`src/rtl/sclk_rate_pkg.sv`:
```
package sclk_rate_pkg;
  parameter int unsigned DFLT_CFG_W = 8;
  parameter int unsigned SLOW_LIMIT = 12;

  typedef enum logic {
    SEL_PRESCALE = 1'b0,
    SEL_POSTDIV  = 1'b1
  } cfg_sel_e;
endpackage

```
`src/rtl/sclk_cfg_regs.sv`:
```
module sclk_cfg_regs
  import sclk_rate_pkg::*;
#(
  parameter int unsigned CFG_W = DFLT_CFG_W
) (
  input  logic             clk,
  input  logic             rst_n,
  input  logic             en,
  input  logic             boundary,
  input  logic             we,
  input  logic             addr,
  input  logic [CFG_W-1:0] wdata,
  output logic [CFG_W-1:0] shd_pre,
  output logic [CFG_W-1:0] shd_div,
  output logic [CFG_W-1:0] act_pre,
  output logic [CFG_W-1:0] act_div
);
  localparam logic [CFG_W-1:0] PRE_MIN = CFG_W'(2);

  // Clear the low bit; a zero result becomes the smallest legal value
  function automatic logic [CFG_W-1:0] fix_pre(input logic [CFG_W-1:0] raw);
    logic [CFG_W-1:0] v;
    v = {raw[CFG_W-1:1], 1'b0};
    if (v == '0) v = PRE_MIN;
    return v;
  endfunction

  always_ff @(posedge clk or negedge rst_n) begin
    if (!rst_n) begin
      shd_pre <= PRE_MIN;
      shd_div <= '0;
      act_pre <= PRE_MIN;
      act_div <= '0;
    end else begin
      if (we) begin
        if (cfg_sel_e'(addr) == SEL_PRESCALE) shd_pre <= fix_pre(wdata);
        else                                  shd_div <= wdata;
      end
      if (!en || boundary) begin
        act_pre <= shd_pre;
        act_div <= shd_div;
      end
    end
  end
endmodule

```
`src/rtl/sclk_prescaler.sv`:
```
module sclk_prescaler
  import sclk_rate_pkg::*;
#(
  parameter int unsigned CFG_W = DFLT_CFG_W
) (
  input  logic             clk,
  input  logic             rst_n,
  input  logic             en,
  input  logic [CFG_W-1:0] pre,
  output logic             tick
);
  localparam int unsigned HW = CFG_W - 1;
  localparam logic [HW-1:0] ONE_H = HW'(1);

  logic [HW-1:0] half;
  logic [HW-1:0] cnt;

  // One tick per half of the prescale value: two ticks per prescale span
  assign half = pre[CFG_W-1:1];
  assign tick = en && (cnt == half - ONE_H);

  always_ff @(posedge clk or negedge rst_n) begin
    if (!rst_n)    cnt <= '0;
    else if (!en)  cnt <= '0;
    else if (tick) cnt <= '0;
    else           cnt <= cnt + ONE_H;
  end
endmodule

```
`src/rtl/sclk_postdiv.sv`:
```
module sclk_postdiv
  import sclk_rate_pkg::*;
#(
  parameter int unsigned CFG_W = DFLT_CFG_W
) (
  input  logic             clk,
  input  logic             rst_n,
  input  logic             en,
  input  logic             tick,
  input  logic [CFG_W-1:0] div,
  output logic             boundary
);
  localparam logic [CFG_W-1:0] ONE_D = CFG_W'(1);

  logic [CFG_W-1:0] cnt;

  assign boundary = tick && (cnt == div);

  always_ff @(posedge clk or negedge rst_n) begin
    if (!rst_n)        cnt <= '0;
    else if (!en)      cnt <= '0;
    else if (boundary) cnt <= '0;
    else if (tick)     cnt <= cnt + ONE_D;
  end
endmodule

```
`src/rtl/sclk_rate_gen.sv`:
```
module sclk_rate_gen
  import sclk_rate_pkg::*;
#(
  parameter int unsigned CFG_W = DFLT_CFG_W
) (
  input  logic             clk,
  input  logic             rst_n,
  input  logic             en,
  input  logic             cfg_we,
  input  logic             cfg_addr,
  input  logic [CFG_W-1:0] cfg_wdata,
  output logic             sclk,
  output logic             shift_stb,
  output logic             sample_stb,
  output logic             slow_ratio
);
  localparam int unsigned RATIO_W = 2 * CFG_W + 1;
  localparam logic [RATIO_W-1:0] SLOW_R = RATIO_W'(SLOW_LIMIT);

  function automatic logic [RATIO_W-1:0] total_ratio(input logic [CFG_W-1:0] p,
                                                     input logic [CFG_W-1:0] d);
    logic [RATIO_W-1:0] a, b;
    a = RATIO_W'(p);
    b = RATIO_W'(d) + RATIO_W'(1);
    return a * b;
  endfunction

  logic [CFG_W-1:0] shd_pre, shd_div, act_pre, act_div;
  logic             pre_tick;
  logic             boundary;

  sclk_cfg_regs #(.CFG_W(CFG_W)) u_cfg (
    .clk(clk), .rst_n(rst_n), .en(en), .boundary(boundary),
    .we(cfg_we), .addr(cfg_addr), .wdata(cfg_wdata),
    .shd_pre(shd_pre), .shd_div(shd_div), .act_pre(act_pre), .act_div(act_div)
  );

  sclk_prescaler #(.CFG_W(CFG_W)) u_pre (
    .clk(clk), .rst_n(rst_n), .en(en), .pre(act_pre), .tick(pre_tick)
  );

  sclk_postdiv #(.CFG_W(CFG_W)) u_post (
    .clk(clk), .rst_n(rst_n), .en(en), .tick(pre_tick), .div(act_div),
    .boundary(boundary)
  );

  assign slow_ratio = total_ratio(shd_pre, shd_div) < SLOW_R;

  always_ff @(posedge clk or negedge rst_n) begin
    if (!rst_n) begin
      sclk       <= 1'b0;
      shift_stb  <= 1'b0;
      sample_stb <= 1'b0;
    end else if (!en) begin
      sclk       <= 1'b0;
      shift_stb  <= 1'b0;
      sample_stb <= 1'b0;
    end else if (boundary) begin
      sclk       <= ~sclk;
      sample_stb <= ~sclk;
      shift_stb  <= sclk;
    end else begin
      shift_stb  <= 1'b0;
      sample_stb <= 1'b0;
    end
  end
endmodule

```
`config.mk`:
```
export PLATFORM = sky130hd
export DESIGN_NAME = sclk_rate_gen
export DESIGN_NICKNAME = d
export VERILOG_FILES = /design/src/rtl/sclk_rate_pkg.sv /design/src/rtl/sclk_cfg_regs.sv /design/src/rtl/sclk_prescaler.sv /design/src/rtl/sclk_postdiv.sv /design/src/rtl/sclk_rate_gen.sv
export SDC_FILE = /design/constraint.sdc
export NUM_CORES = 1
export LEC_CHECK = 0
export BUFFER_PORTS_ARGS = -buffer_cell sky130_fd_sc_hd__buf_4
export CAP_MARGIN = 20
export CORE_MARGIN = 2
export CORE_UTILIZATION = 44
export CTS_BUF_LIST = sky130_fd_sc_hd__clkbuf_4 sky130_fd_sc_hd__clkbuf_8
export CTS_CLUSTER_DIAMETER = 100
export CTS_CLUSTER_SIZE = 10
export DETAILED_ROUTE_END_ITERATION = 10
export PLACE_DENSITY_LB_ADDON = 0.25
export SLEW_MARGIN = 20
export SYNTH_ARGS = -nofsm -noshare
export SYNTH_HDL_FRONTEND = slang
export SYNTH_SLANG_ARGS = --single-unit
```
`constraint.sdc`:
```
create_clock -name clk -period 6.7 [get_ports clk]
set_input_delay 1.005 -clock clk [delete_from_list [all_inputs] [get_ports clk]]
set_output_delay 1.005 -clock clk [all_outputs]
set_load 0.02 [all_outputs]
```
== Word-level counts from Yosys, hierarchy flattened ==
Index checks and enable logic that the tools add are counted.
Cells by class
  eq/ne operators: 4
  reductions and logical operators: 7
  bitwise logic cells: 2
  multiplexer cells: 12
  multiply operators: 1
  $lt $le $gt $ge: 1
  $add $sub $neg: 4
Operators with widths (count)
  2-to-1 mux 8 bit: 4
  < comparator 17 x 4 -> 1 bit (second input constant): 1
  multiplier 8 x 9 -> 17 bit: 1
  2-to-1 mux 7 bit: 2
  adder 8 x 1 -> 9 bit (second input constant): 1
  adder 8 x 1 -> 8 bit (second input constant): 1
  == test 8 bit: 1
  adder 7 x 1 -> 7 bit (second input constant): 1
  == test 7 bit: 1
  logical NOT 7 bit: 1
  subtractor 7 x 1 -> 7 bit (second input constant): 1
  2-to-1 mux 1 bit: 6
  AND reduction 2 bit: 2
  inequality test 3 x 1 -> 1 bit (second input constant): 1
  logical AND 1 bit: 2
  inequality test 2 x 1 -> 1 bit (second input constant): 1
  NOT 1 bit: 2
  logical NOT 1 bit: 1
  logical OR 1 bit: 1
Word-level totals
  bits in registers: 50
  logic and storage cells: 40
  output and inout bits: 4
  bits of input ports: 13

== Longest topological paths before layout ==
  depth after elaboration: 6
  depth in mapped cells: 18
  depth with buffers taken out: 18

== Hierarchy ==
A second synthesis with hierarchy kept.
Unflattened totals
  cells, all modules: 477
  area, all modules: 4864.7 um2
Modules (own cells, without submodules)
  sclk_rate_gen: cells an instance 295, area each 2572.5 um2, sequential area each 75.1 um2, instances 1
  sclk_cfg_regs: cells an instance 73, area each 1222.4 um2, sequential area each 753.2 um2, instances 1
  sclk_prescaler: cells an instance 58, area each 551.8 um2, sequential area each 175.2 um2, instances 1
  sclk_postdiv: cells an instance 51, area each 518.0 um2, sequential area each 200.2 um2, instances 1

== Worst setup path before layout ==
Ideal clock, no wire load.
  path kind: register -> output
  from: register u_cfg.shd_div[0]
  to: output slow_ratio
  stages on the path, launching flop included: 19
  path slack: -0.014 ns
  data required time: 5.695 ns
  path buffers: 0
  arrival time: 5.709 ns
  cell sequence: dfrtp_1 ha_1 nand3_1 nor2_1 xnor2_1 nor2b_1 fa_1 fa_1 fa_1 inv_1 fa_1 inv_1 ha_1 nor2b_1 a2111oi_0 o211ai_1 or4_1 a211o_1 nor4_1
Between the ends
  cells in the longest elaborated chain, start to end: 3
Ends and longest elaborated chain
  start, declared: line sclk_cfg_regs.sv:14  | output logic [CFG_W-1:0] shd_div,
  start signal, assigned: line sclk_cfg_regs.sv:37  | else shd_div <= wdata;
  adder 8 x 1 -> 9 bit: line sclk_rate_gen.sv:24  | b = RATIO_W'(d) + RATIO_W'(1);
  multiplier 8 x 9 -> 17 bit: line sclk_rate_gen.sv:25  | return a * b;
  < comparator 17 x 4 -> 1 bit: line sclk_rate_gen.sv:47  | assign slow_ratio = total_ratio(shd_pre, shd_div) < SLOW_R;
  end, declared: line sclk_rate_gen.sv:15  | output logic slow_ratio
No other way between the ends.

== Worst setup path in the final report ==
Ends and elaborated chain as after synthesis.

==> key figures <==
Logic synthesis
  • Register area share after synthesis: 26.0%
  • Syn_nets: 554
  • Area contributors post-synth: dfrtp_1 25%, fa_1 15%, ha_1 12%, mux2_2 4.9%, nor2b_1 4.9%
  • Cells after synthesis: 463
  • Predominant post-synthesis flop cell: dfrtp_1
  • Largest area contributor in the netlist: dfrtp_1
  • Yosys Warn Count: 0
  • Post-synth top cells: 51 x inv_1, 46 x dfrtp_1, 43 x ha_1
  • Mux contribution to synthesized area: 8.56%
  • XOR/XNOR share of the synthesized area: 5.79%
  • Largest family of logic cells by synthesized area: adder cells
  • Synthesized area per cell: 9.98 sq um
  • Netlist cell types: 50
  • Post-Synth Adder-Cell Area: 26.8%
  • Synth Area in Compound Gates: 7.83%
  • Async SR Flop Fraction: 100%
  • Cell area after synthesis: 4620 sq um
  • Post-synthesis simple-gate area fraction: 19.2%
  • EDFF count, synth: 0
  • Synthesis-stage register bit count: 48
  • Yosys top cell area share: 24.9%
  • Most common cell in the netlist: inv_1

Drt
  • Residual DRC: 0
  • Avg Vias per Cell: 5.25
  • DR pass1 iterations: 4
  • Initial DRC Count: 114
  • DR WL/cell: 14.5 microns
  • Routed vias: 3,303
  • DRT antenna net count: 0
  • Routed WL: 9130 microns

GRT
  • Vias in the first global route: 3,286
  • Largest net degree at the start of global routing: 49
  • GRT Overall Usage: 17.1%
  • First-pass GRT wire length: 15,700 microns
  • GR Overflow Total: 0
  • Initial antenna violation count: 0

Worst setup path
  • Worst Path Required: 5.69 ns
  • Worst Path Arrival: 5.49 ns
  • Worst reg-to-reg path cell count: 8
  • Setup crit start kind: flip-flop
  • Setup CP Type: reg2out
  • CP Max Fanout: 9
  • CP Capture Type: output port
  • Worst r2r dst: u_cfg.act_div[4]$_DFFE_PN0P_
  • Reg-to-Reg Start: u_cfg.act_pre[1]$_DFFE_PN1P_
  • R2R Setup Slk: 3.55 ns

Min path
  • Hold_sp: sclk$_DFFE_PN0P_
  • Min-Delay Path Class: reg2reg
  • Worst Hold Depth: 1
  • WHS Endpoint: sample_stb$_DFF_PN0_

STA
  • Final Hold Fails: 0
  • # setup viols final: 0
  • Clock skew: 0.0152 ns
  • Min Clock Period, post-route: 6.49 ns
  • Fmax: 154 MHz
  • Max Slew Vio Count: 0
  • Worst slew margin: 55.9%
  • Slew at the pin closest to its max-slew limit: 0.659 ns
  • Crit share post-route: 96.9%
  • WHS: 0.494 ns

Clock tree
  • CTS max path bufs: 2
  • Clock Tree Root: clkbuf_8
  • Reg clk slew, reported paths: 0.10 ns
  • Clock latency on the worst-skew pair: 0.31 ns
  • H-tree depth: 2
  • CTS Buf Count: 5
  • Clock Sink Count: 48
  • CTS tree: done

Floorplan
  • FP Rows: 37
  • Die Ht: 106 microns
  • Core Box Area: 10,300 sq um
  • Die width: 106 microns
  • Die area: 11,300 sq um
  • I/O pins: 17
  • Initial Util: 45.0%

Power
  • Pwr per Cell Area: 398 nW/um^2
  • Pint: 1.14 mW
  • Tot Pwr: 2.12 mW
  • Switching part of the total: 46.1%
  • Maximum VDD drop: 0.000207 V
  • Power share of the clock group: 12.1%
  • Sequential share of power: 18.1%
  • Lkg Pwr: 2.48 nW
  • Comb power frac: 69.8%
  • NetSw: 0.975 mW

Finish
  • FF+latch area: 1210 sq um
  • Multi-input logic area: 3330 sq um
  • # diodes: 0
  • Share of layout cells above drive strength 1: 21.3%
  • Final nets: 583
  • Fillcell total: 950
  • Area Overhead vs Synth: 14.9%
  • Utilization after layout: 51.7%

Place
  • IO buf count: 16
  • HPWL after DPL: 6980 microns
  • Routability cong.: 0.812

Outcome
  • Status: finished clean

Flow run
  • Max cap viols: 0
==> critical path, stage by stage, from the launching register on <==
cell	delay [ns]
dfrtp_2	0.41
buf_6	0.15
nand3_1	0.16
xor2_2	0.19
buf_4	0.16
nand2b_1	0.16
fa_1	0.50
fa_1	0.49
inv_1	0.06
fa_1	0.53
inv_1	0.05
fa_1	0.54
inv_1	0.05
ha_1	0.36
o21ai_2	0.16
o21ai_1	0.10
a31oi_1	0.27
buf_4	0.16
o21ai_0	0.09
xnor2_1	0.17
nor4_2	0.25
buf_4	0.18
==> repair_timing <==
item                                    4_1_cts  5_1_grt
endpoints found under the setup margin        1        1
gates cloned                                  0        0
gates resized for setup                      14       27
buffers inserted                              1        9
hold buffers                                  0        0
pin swaps                                     1       13
==> state kept, by name, summed over array words and instances, names as in the netlist <==
register and flops:
u_post.cnt 8, u_cfg.shd_pre 7, u_cfg.act_div 8, sample_stb 1, shift_stb 1, sclk 1, u_cfg.act_pre 7, u_pre.cnt 7
u_cfg.shd_div 8
==> cells in the final DEF (no fill, tap or decap), types with 5 or more instances in the layout <==
master     n
inv_1     51
ha_1      42
dfrtp_1   40
fa_1      35
buf_4     34
nor2b_1   32
mux2_2    20
nor2_1    20
nand2_1   19
and2_1    19
xor2_1    16
nand2b_1  15
a21oi_1   13
o21ai_0   13
nand3_1   10
mux2_4    10
and3_1     8
xnor2_1    7
a21boi_0   6
dfrtp_2    6
nand4_1    5
clkbuf_8   5
==> kinds of logic after synthesis <==
| kind of cell | count (synthesis) |
|---|---|
| DFF | 48 |
| and+or+nand+nor | 156 |
| muxes | 32 |
| xor gates and xnor gates | 29 |
| adders and majority gates | 78 |
| buffers and inverters | 64 |
| AOI/OAI and AO/OA | 56 |
==> layer usage <==
metal | global-route usage [%] | vias up | share of wire (%)
met5 | 0 | - | 0
met4 | 3.90 | 0 | 1.1
met3 | 2.64 | 10 | 3.8
met2 | 27.2 | 66 | 47
met1 | 24.8 | 1620 | 48
li1 | - | 1607 | -
==> worst max path at each step <==
stage                                      start         end  slack (ns)
CTS                 u_cfg.shd_div[1]$_DFFE_PN0P_  slow_ratio        0.01
global placement    u_cfg.shd_div[4]$_DFFE_PN0P_  slow_ratio        0.26
detailed placement  u_cfg.shd_div[1]$_DFFE_PN0P_  slow_ratio        0.06
floorplan           u_cfg.shd_div[0]$_DFFE_PN0P_  slow_ratio        0.19
finish              u_cfg.shd_div[0]$_DFFE_PN0P_  slow_ratio        0.21
global route        u_cfg.shd_div[0]$_DFFE_PN0P_  slow_ratio      -0.005
==> power groups by stage <==
stage | Clock, mW | Sequential [mW] | Combinational, mW
5_1_grt | 0.273 | 0.389 | 1.70
6_report | 0.256 | 0.383 | 1.48
3_5_place_dp | 0 | 0.382 | 1.38
2_1_floorplan | 0 | 0.355 | 1.07
4_1_cts | 0.258 | 0.379 | 1.41
3_3_place_gp | 0 | 0.381 | 1.35
==> through the flow <==
step	setup WS, ns	instances	setup TNS, ns	instance area [sq um]
floorplan	0.189	463	0	4630
global placement	0.255	611	0	4910
detailed placement	0.0578	611	0	4910
global route	-0.00465	629	-0.00465	5310
finish	0.208	629	0	5310
CTS	0.0114	620	0	5120
==> cell type report <==
type                    instances  share of cell area (%)
clock buffers                   5                    1.30
clock inverters                 3                    1.30
inverters                      51                    3.61
multi-input cells             351                    62.8
flip-flops and latches         48                    22.8
well taps                     136                    3.20
repair buffers                 35                    5.02
(Power assumes the default switching activity.)
